`config.mk`:
```
export PLATFORM = sky130hd
export DESIGN_NAME = lockWatchdog
export DESIGN_NICKNAME = d
export VERILOG_FILES = /design/src/rtl/lockWdPkg.sv /design/src/rtl/lockWdCtrl.sv /design/src/rtl/lockWdPath.sv /design/src/rtl/lockWatchdog.sv
export SDC_FILE = /design/constraint.sdc
export NUM_CORES = 1
export LEC_CHECK = 0
export BUFFER_PORTS_ARGS = -buffer_cell sky130_fd_sc_hd__buf_2
export CORE_MARGIN = 2
export CORE_UTILIZATION = 30
export DETAILED_ROUTE_END_ITERATION = 8
export MAX_ROUTING_LAYER = met4
export SLEW_MARGIN = 10
export SYNTH_ARGS = -nofsm -noshare
export SYNTH_HDL_FRONTEND = slang
export SYNTH_SLANG_ARGS = --single-unit
```
`constraint.sdc`:
```
create_clock -name clk -period 2.75 [get_ports clk]
set_clock_uncertainty 0.2 [all_clocks]
set_input_delay 0 -clock clk [delete_from_list [all_inputs] [get_ports clk]]
set_output_delay 0 -clock clk [all_outputs]
set_load 0.05 [all_outputs]
```
`src/rtl/lockWdPkg.sv`:
```
package lockWdPkg;
  // Strobes sent from the control half to the datapath half.
  typedef struct packed {
    logic clrCnt;     // zero the machine-cycle counter
    logic loadPulse;  // start a reset pulse
  } wdStrobe_t;
endpackage

```
`src/rtl/lockWdCtrl.sv`:
```
module lockWdCtrl
  import lockWdPkg::*;
#(
  parameter int ADDR_W = 8,
  parameter int DATA_W = 8,
  parameter logic [ADDR_W-1:0] KEY_ADDR  = 8'hA6,
  parameter logic [DATA_W-1:0] KEY_OPEN  = 8'h1E,
  parameter logic [DATA_W-1:0] KEY_CLOSE = 8'hE1
) (
  input  logic              clk,
  input  logic              rstN,
  input  logic              sfrWe,
  input  logic [ADDR_W-1:0] sfrAddr,
  input  logic [DATA_W-1:0] sfrWdata,
  input  logic              atMax,
  input  logic              pulseBusy,
  output wdStrobe_t         strobe,
  output logic              armed
);
  logic keyHalf;
  logic addrHit;
  logic keyHit;
  logic ovf;

  // Key writes are only accepted outside a reset pulse.
  assign addrHit = sfrWe && (sfrAddr == KEY_ADDR) && !pulseBusy;
  assign keyHit  = addrHit && keyHalf && (sfrWdata == KEY_CLOSE);
  assign ovf     = armed && atMax;

  // Half-entered key: any write replaces it; only an opening byte sets it.
  always_ff @(posedge clk or negedge rstN) begin
    if (!rstN) begin
      keyHalf <= 1'b0;
    end else if (pulseBusy) begin
      keyHalf <= 1'b0;
    end else if (sfrWe) begin
      keyHalf <= addrHit && (sfrWdata == KEY_OPEN);
    end
  end

  // Arm flag: overflow wins over a key completed on the same clock.
  always_ff @(posedge clk or negedge rstN) begin
    if (!rstN) begin
      armed <= 1'b0;
    end else if (ovf) begin
      armed <= 1'b0;
    end else if (keyHit) begin
      armed <= 1'b1;
    end
  end

  always_comb begin
    strobe.clrCnt    = keyHit || ovf;
    strobe.loadPulse = ovf;
  end
endmodule

```
`src/rtl/lockWdPath.sv`:
```
module lockWdPath
  import lockWdPkg::*;
#(
  parameter int CNT_W       = 14,
  parameter int PULSE_SHORT = 98,
  parameter int PULSE_LONG  = 196
) (
  input  logic             clk,
  input  logic             rstN,
  input  wdStrobe_t        strobe,
  input  logic             armed,
  input  logic             cycTick,
  input  logic             modeSix,
  output logic             atMax,
  output logic             pulseBusy,
  output logic [CNT_W-1:0] count,
  output logic             wdRstOut
);
  localparam int PW = $clog2(PULSE_LONG + 1);
  localparam logic [PW-1:0] SHORT_LAST = PW'(PULSE_SHORT - 1);
  localparam logic [PW-1:0] LONG_LAST  = PW'(PULSE_LONG - 1);
  localparam logic [CNT_W-1:0] CNT_TOP = '1;

  logic [PW-1:0] pulseLeft;
  logic          pulseOn;

  assign atMax     = (count == CNT_TOP);
  assign pulseBusy = pulseOn;
  assign wdRstOut  = pulseOn;

  // Machine-cycle counter; stays at zero while disarmed.
  always_ff @(posedge clk or negedge rstN) begin
    if (!rstN) begin
      count <= '0;
    end else if (strobe.clrCnt) begin
      count <= '0;
    end else if (armed && cycTick) begin
      count <= count + 1'b1;
    end
  end

  // Pulse timer runs on every oscillator clock, independent of the tick.
  always_ff @(posedge clk or negedge rstN) begin
    if (!rstN) begin
      pulseOn   <= 1'b0;
      pulseLeft <= '0;
    end else if (strobe.loadPulse) begin
      pulseOn   <= 1'b1;
      pulseLeft <= modeSix ? SHORT_LAST : LONG_LAST;
    end else if (pulseOn) begin
      if (pulseLeft == '0) begin
        pulseOn <= 1'b0;
      end else begin
        pulseLeft <= pulseLeft - 1'b1;
      end
    end
  end
endmodule

```
`src/rtl/lockWatchdog.sv`:
```
module lockWatchdog
  import lockWdPkg::*;
#(
  parameter int CNT_W       = 14,
  parameter int PULSE_SHORT = 98,
  parameter int PULSE_LONG  = 196
) (
  input  logic       clk,
  input  logic       rstN,
  input  logic       sfrWe,
  input  logic [7:0] sfrAddr,
  input  logic [7:0] sfrWdata,
  input  logic       cycTick,
  input  logic       modeSix,
  output logic       wdRstOut
);
  wdStrobe_t        strobe;
  logic             armed;
  logic             atMax;
  logic             pulseBusy;
  logic [CNT_W-1:0] count;

  lockWdCtrl #(
    .ADDR_W(8),
    .DATA_W(8),
    .KEY_ADDR(8'hA6),
    .KEY_OPEN(8'h1E),
    .KEY_CLOSE(8'hE1)
  ) ctrl (
    .clk(clk),
    .rstN(rstN),
    .sfrWe(sfrWe),
    .sfrAddr(sfrAddr),
    .sfrWdata(sfrWdata),
    .atMax(atMax),
    .pulseBusy(pulseBusy),
    .strobe(strobe),
    .armed(armed)
  );

  lockWdPath #(
    .CNT_W(CNT_W),
    .PULSE_SHORT(PULSE_SHORT),
    .PULSE_LONG(PULSE_LONG)
  ) path (
    .clk(clk),
    .rstN(rstN),
    .strobe(strobe),
    .armed(armed),
    .cycTick(cycTick),
    .modeSix(modeSix),
    .atMax(atMax),
    .pulseBusy(pulseBusy),
    .count(count),
    .wdRstOut(wdRstOut)
  );
endmodule

```
Yosys cells after proc, flatten, opt, wreduce, memory -nomap -nowiden
Cells that the tools add are included.
Storage, ports and cells
  flip-flop bits (word level): 25
  latch bits: 0
  bits in writable memories: 0
  memory bits (read-only): 0
  output and inout bits: 1
  logic and storage cells: 40
  memories: 0
Cells by class
  add/subtract/negate cells: 2
  multiply operators: 0
  div/mod/pow operators: 0
  $lt $le $gt $ge: 0
  equality and inequality tests: 5
  shift operators: 0
  muxes and demuxes: 13
  bitwise operators: 0
  reductions and logical operators: 15
Operators with widths (number)
  $mux W8: 4
  $mux W14: 2
  $eq A8 B8 Y1 const B: 2
  $add A14 B1 Y14 const B: 1
  $eq A14 B14 Y1 const B: 1
  $eq A8 B5 Y1 const B: 1
  $logic_not A8 Y1: 1
  $reduce_bool A2 Y1: 4
  $sub A8 B1 Y8 const B: 1
  $logic_and A1 B1 Y1: 7
  $mux W1: 7
  $ne A2 B2 Y1 const B: 1
  $reduce_and A2 Y1: 1
  $logic_not A1 Y1: 1
  $logic_or A1 B1 Y1: 1

Longest topological paths before layout
  word-level depth: 7
  mapped depth: 6
  gate-level depth less buffers: 6

Cells and area by module
From an unflattened synthesis, not the netlist that was laid out.
Unflattened totals
  cells, all modules: 161
  area, all modules: 1462.7 um2
By module, submodules not included
  lockWdPath: times used 1, cells an instance 139, area an instance 1272.5 um2, seq. area each 575.6 um2
  lockWdCtrl: times used 1, cells an instance 22, area an instance 190.2 um2, seq. area each 50.0 um2

Worst setup path before layout
Ideal clock, no wire load.
  path kind: register -> register
  start point: register path.pulseOn, in the netlist path.pulseBusy
  end point: register path.pulseLeft[5]
  setup time: 0.125 ns
  data arrival time: 1.996 ns
  required time: 2.425 ns
  path slack: 0.430 ns
  cell stages (with the launch flop): 5
  path buffers: 0
  cell sequence: dfrtp_1 -> or3b_2 -> nor4_1 -> mux2_2 -> mux2_2
Between the ends
  longest elaborated chain between the ends: 2
RTL lines
  start: declaration: RTL line lockWdPath.sv:25  | logic pulseOn;
  start signal: assignment: RTL line lockWdPath.sv:45  | pulseOn <= 1'b0;
  start signal: assignment: RTL line lockWdPath.sv:48  | pulseOn <= 1'b1;
  start signal: assignment: RTL line lockWdPath.sv:52  | pulseOn <= 1'b0;
  $reduce_bool A2 Y1 (no source line)
  $reduce_and A2 Y1 (no source line)
  end signal: assignment: RTL line lockWdPath.sv:49  | pulseLeft <= modeSix ? SHORT_LAST : LONG_LAST;
  end signal: assignment: RTL line lockWdPath.sv:54  | pulseLeft <= pulseLeft - 1'b1;
  end: declaration: RTL line lockWdPath.sv:24  | logic [PW-1:0] pulseLeft;
No other way between the ends.
A chain may end at the register's enable or synchronous reset.

Final worst setup path
  start point: input sfrWdata[7]
  end point: register ctrl.keyHalf
Between the ends
  longest elaborated chain between the ends: 4
RTL lines
  start: declaration: RTL line lockWatchdog.sv:12  | input logic [7:0] sfrWdata,
  $eq A8 B5 Y1: RTL line lockWdCtrl.sv:37  | keyHalf <= addrHit && (sfrWdata == KEY_OPEN);
  $logic_and A1 B1 Y1: RTL line lockWdCtrl.sv:37
  $mux W1: RTL line lockWdCtrl.sv:36  | end else if (sfrWe) begin
  $mux W1: RTL line lockWdCtrl.sv:34  | end else if (pulseBusy) begin
  end signal: assignment: RTL line lockWdCtrl.sv:37
  end: declaration: RTL line lockWdCtrl.sv:20  | logic keyHalf;
No other way between the ends. The select of a mux whose other input is x is not followed.

==> summary.md <==
| Metric | Value |
|---|---|
| Status | finished clean |
| Final Cell Area | 0.001687 mm^2 |
| GRT Total Usage | 12.48% |
| Post-Syn Area | 0.001408 mm^2 |
| Setup violators final | 0 |
| Detail Route Antenna Nets | 0 |
| Fin worst setup slack | 0.3948 ns |
| Worst VDD drop | 0.3037 mV |
| Antenna violations before repair | 0 |
| Starting Density | 31.67% |
| Clock sinks | 25 |
| Largest delay share family, worst path | buffers and inverters |
| Final Max Tran Viols | 0 |
| Post-DP HPWL | 2046 um |
| TNS Setup | 0 ns |
| Yosys warns | 0 |
| Fmax | 0.4246 GHz |
| Mapped Cells | 143 |
| CTS tree | done |
| Synth area leaders | dfrtp_1, xor2_1, nand4_1 |
| Top cells by count, synth | dfrtp_1, nor2_1, nand4_1 |
| Final Power | 639.4 uW |
| Clock-pin slew of the registers on the worst-case setup and hold paths | 0.09 ns |
| Async S/R FF share, synth | 100.0% |
| IO buf count | 21 |
| Fin crit share | 85.64% |
| Worst Path Buf+Inv | 4 |
| Highest routed layer | met4 |
| DR vias/cell | 5.009 |
| Most frequent cell after synthesis | dfrtp_1 |
| Static leakage | 0.7582 nW |
| Worst-path cell chain | dlygate4sd3_1 > buf_2 > nor4b_1 > nand4_1 > dlygate4sd3_1 > o21ai_0 > dlygate4sd3_1 |
| Final Util | 37.95% |
| Total core area | 0.004444 mm^2 |
| Layout area overhead | 19.82% |
| Fin. Hold Viols | 0 |
| Pre-CTS setup slack | 0.6192 ns |
| Vias in the first global route | 1142 |
| Worst path max stage delay | 0.57 ns |
| Remaining global-route overflow | 0 |
| Dpl cells | 212 |
| Slew margin rel. | 63.37% |
| Distinct cells, synth | 40 |
| Residual DRC | 0 |
| Resize count post-CTS | 0 |
| N_diodes | 0 |
| DRT iter0 DRCs | 56 |
| PwrDens | 379.1 mW/mm^2 |
| Pre-Repair DR Iteration Count | 4 |
| Fraction of the yosys area taken by sequential cells | 44.44% |
| Ports | 22 |
| Final hold slack | 0.03403 ns |
| Syn nets | 167 |
| Tightest Pin Transition | 0.5494 ns |
| Syn_area_per_cell | 9.843 um^2 |
| Wirelength per Cell | 12.49 um |
| DR WL met3 | 94 um |
| DR WL met2 | 1272 um |
| Synth top area share | 44.44% |
| Post-synth top flop | dfrtp_1 |
| CP max stage cell | dlygate4sd3_1 |
| Clk Latency, worst-skew pair | 0.27 ns |
| Max H-tree Level | 1 |
| Unrepaired setup endpoints after global routing | false |
| Dominant cell type by area after synthesis | dfrtp_1 |
| MaxCap Viol Count | 0 |
| Routed wire length | 2797 um |
| Top cell by count, worst path | dlygate4sd3_1 |
| Placed cell area | 0.001558 mm^2 |
| Met1 Wirelength | 1396 um |
| Largest net degree at the start of global routing | 26 |
| Row count | 24 |
| Non-filler cells, final | 224 |
| DR vias | 1122 |
| Number of nets in the layout | 197 |
| Worst Hold Class | in2async |
| Clk buf depth | 2 |
| GP Congestion | 0.7789 |
| Root Buffer | clkbuf_8 |
| WP data arrival | 2.37 ns |
| Die Ht | 72.50 um |
| Critical path launch point type | input pin |
| Number of enable flip-flop cells after synthesis | 0 |
| Required time worst endpoint | 2.76 ns |
| Die width | 72.50 um |
| Clock buffer count from CTS | 3 |
| Crit Path Max Fanout | 2 |
| First-pass GRT wire length | 5037 um |
| Tmin final | 2.355 ns |
| Layout cells sized above 1 | 19.19% |
| Setup CP Type | in2reg |
| Crit. End Element | flip-flop |
| Synthesized flop and latch total | 25 |
| Overall die area | 0.005256 mm^2 |
-- cell type report --
| class | count | area (um^2) |
|---|---|---|
| Fill cell | 458 | 2758 |
| Clock buffer | 3 | 41.29 |
| Timing Repair Buffer | 29 | 185.2 |
| Inverter | 5 | 18.77 |
| Sequential cell | 25 | 625.6 |
| Tap cell | 52 | 65.06 |
| Multi-Input combinational cell | 109 | 743.2 |
| Clock inverter | 1 | 7.507 |
-- state kept, by name, summed over array words and instances (netlist names) --
| signal | cells |
|---|---|
| path.pulseBusy | 1 |
| ctrl.armed | 1 |
| ctrl.keyHalf | 1 |
| path.count | 14 |
| path.pulseLeft | 8 |
-- metal layers --
| layer | global-route usage [%] | up-vias |
|---|---|---|
| met2 | 18.86 | 11 |
| met5 | - | - |
| met3 | 3.333 | 5 |
| met1 | 16.51 | 527 |
| li1 | - | 579 |
| met4 | 3.704 | 0 |
-- final timing paths --
| kind | from | endpoint | slack (ns) | depth (start not counted) |
|---|---|---|---|---|
| max in group asynchronous | rstN | path.count[2]$_DFFE_PN0P_ | 1.95 | 2 |
| worst min-delay path | rstN | path.pulseLeft[6]$_DFFE_PN0P_ | 0.03 | 2 |
| worst max-delay path | sfrWdata[7] | ctrl.keyHalf$_DFFE_PN0P_ | 0.39 | 7 |
| min in group clk | sfrWe | ctrl.armed$_DFFE_PN0P_ | 0.07 | 4 |
| worst min register to register | path.count[11]$_DFFE_PN0P_ | path.count[11]$_DFFE_PN0P_ | 0.36 | 2 |
| worst max register to register | path.pulseLeft[4]$_DFFE_PN0P_ | path.pulseLeft[1]$_DFFE_PN0P_ | 0.60 | 4 |
-- cell usage in the layout (no fill, tap or decap), drive strengths merged, types with 3 or more instances in the layout --
master       Yosys  layout
nor2            18      18
nand3            8       8
or4              3       3
dfrtp           25      25
mux2i            3       3
nor4             4       4
nor4bb           3       3
xor2             8       8
clkbuf           2       3
xnor2            5       5
nand2           10      10
buf              2      21
nand4           11      11
o21ai            5       5
inv              5       5
nor3             3       3
ha               3       3
mux2             3       3
dlygate4sd3      0       8
-- cells by family (layout without fill, tap and decap cells) --
kind of cell	after synthesis	in the layout	share of synthesized area (%)
AND/OR/NAND/NOR	74	74	29.33
flip-flops	25	25	44.44
AO/OA/AOI/OAI	13	13	7.912
XOR/XNOR	13	13	8.089
buffers and inverters	9	38	2.756
multiplexers	6	6	4.800
adder cells (fa/ha/maj)	3	3	2.667
-- what timing repair did --
action | 4_1_cts | 5_1_grt
hold buffers | 8 | 0
setup endpoints to repair | 0 | 0
hold endpoints to repair | 36 | 0
buffers inserted | 0 | 0
-- power by group --
| group | switching [mW] | total (mW) | internal, mW |
|---|---|---|---|
| sequential | 0.00238 | 0.372 | 0.369 |
| clock | 0.120 | 0.223 | 0.103 |
| combinational | 0.0215 | 0.0450 | 0.0235 |
(Power assumes the default switching activity.)
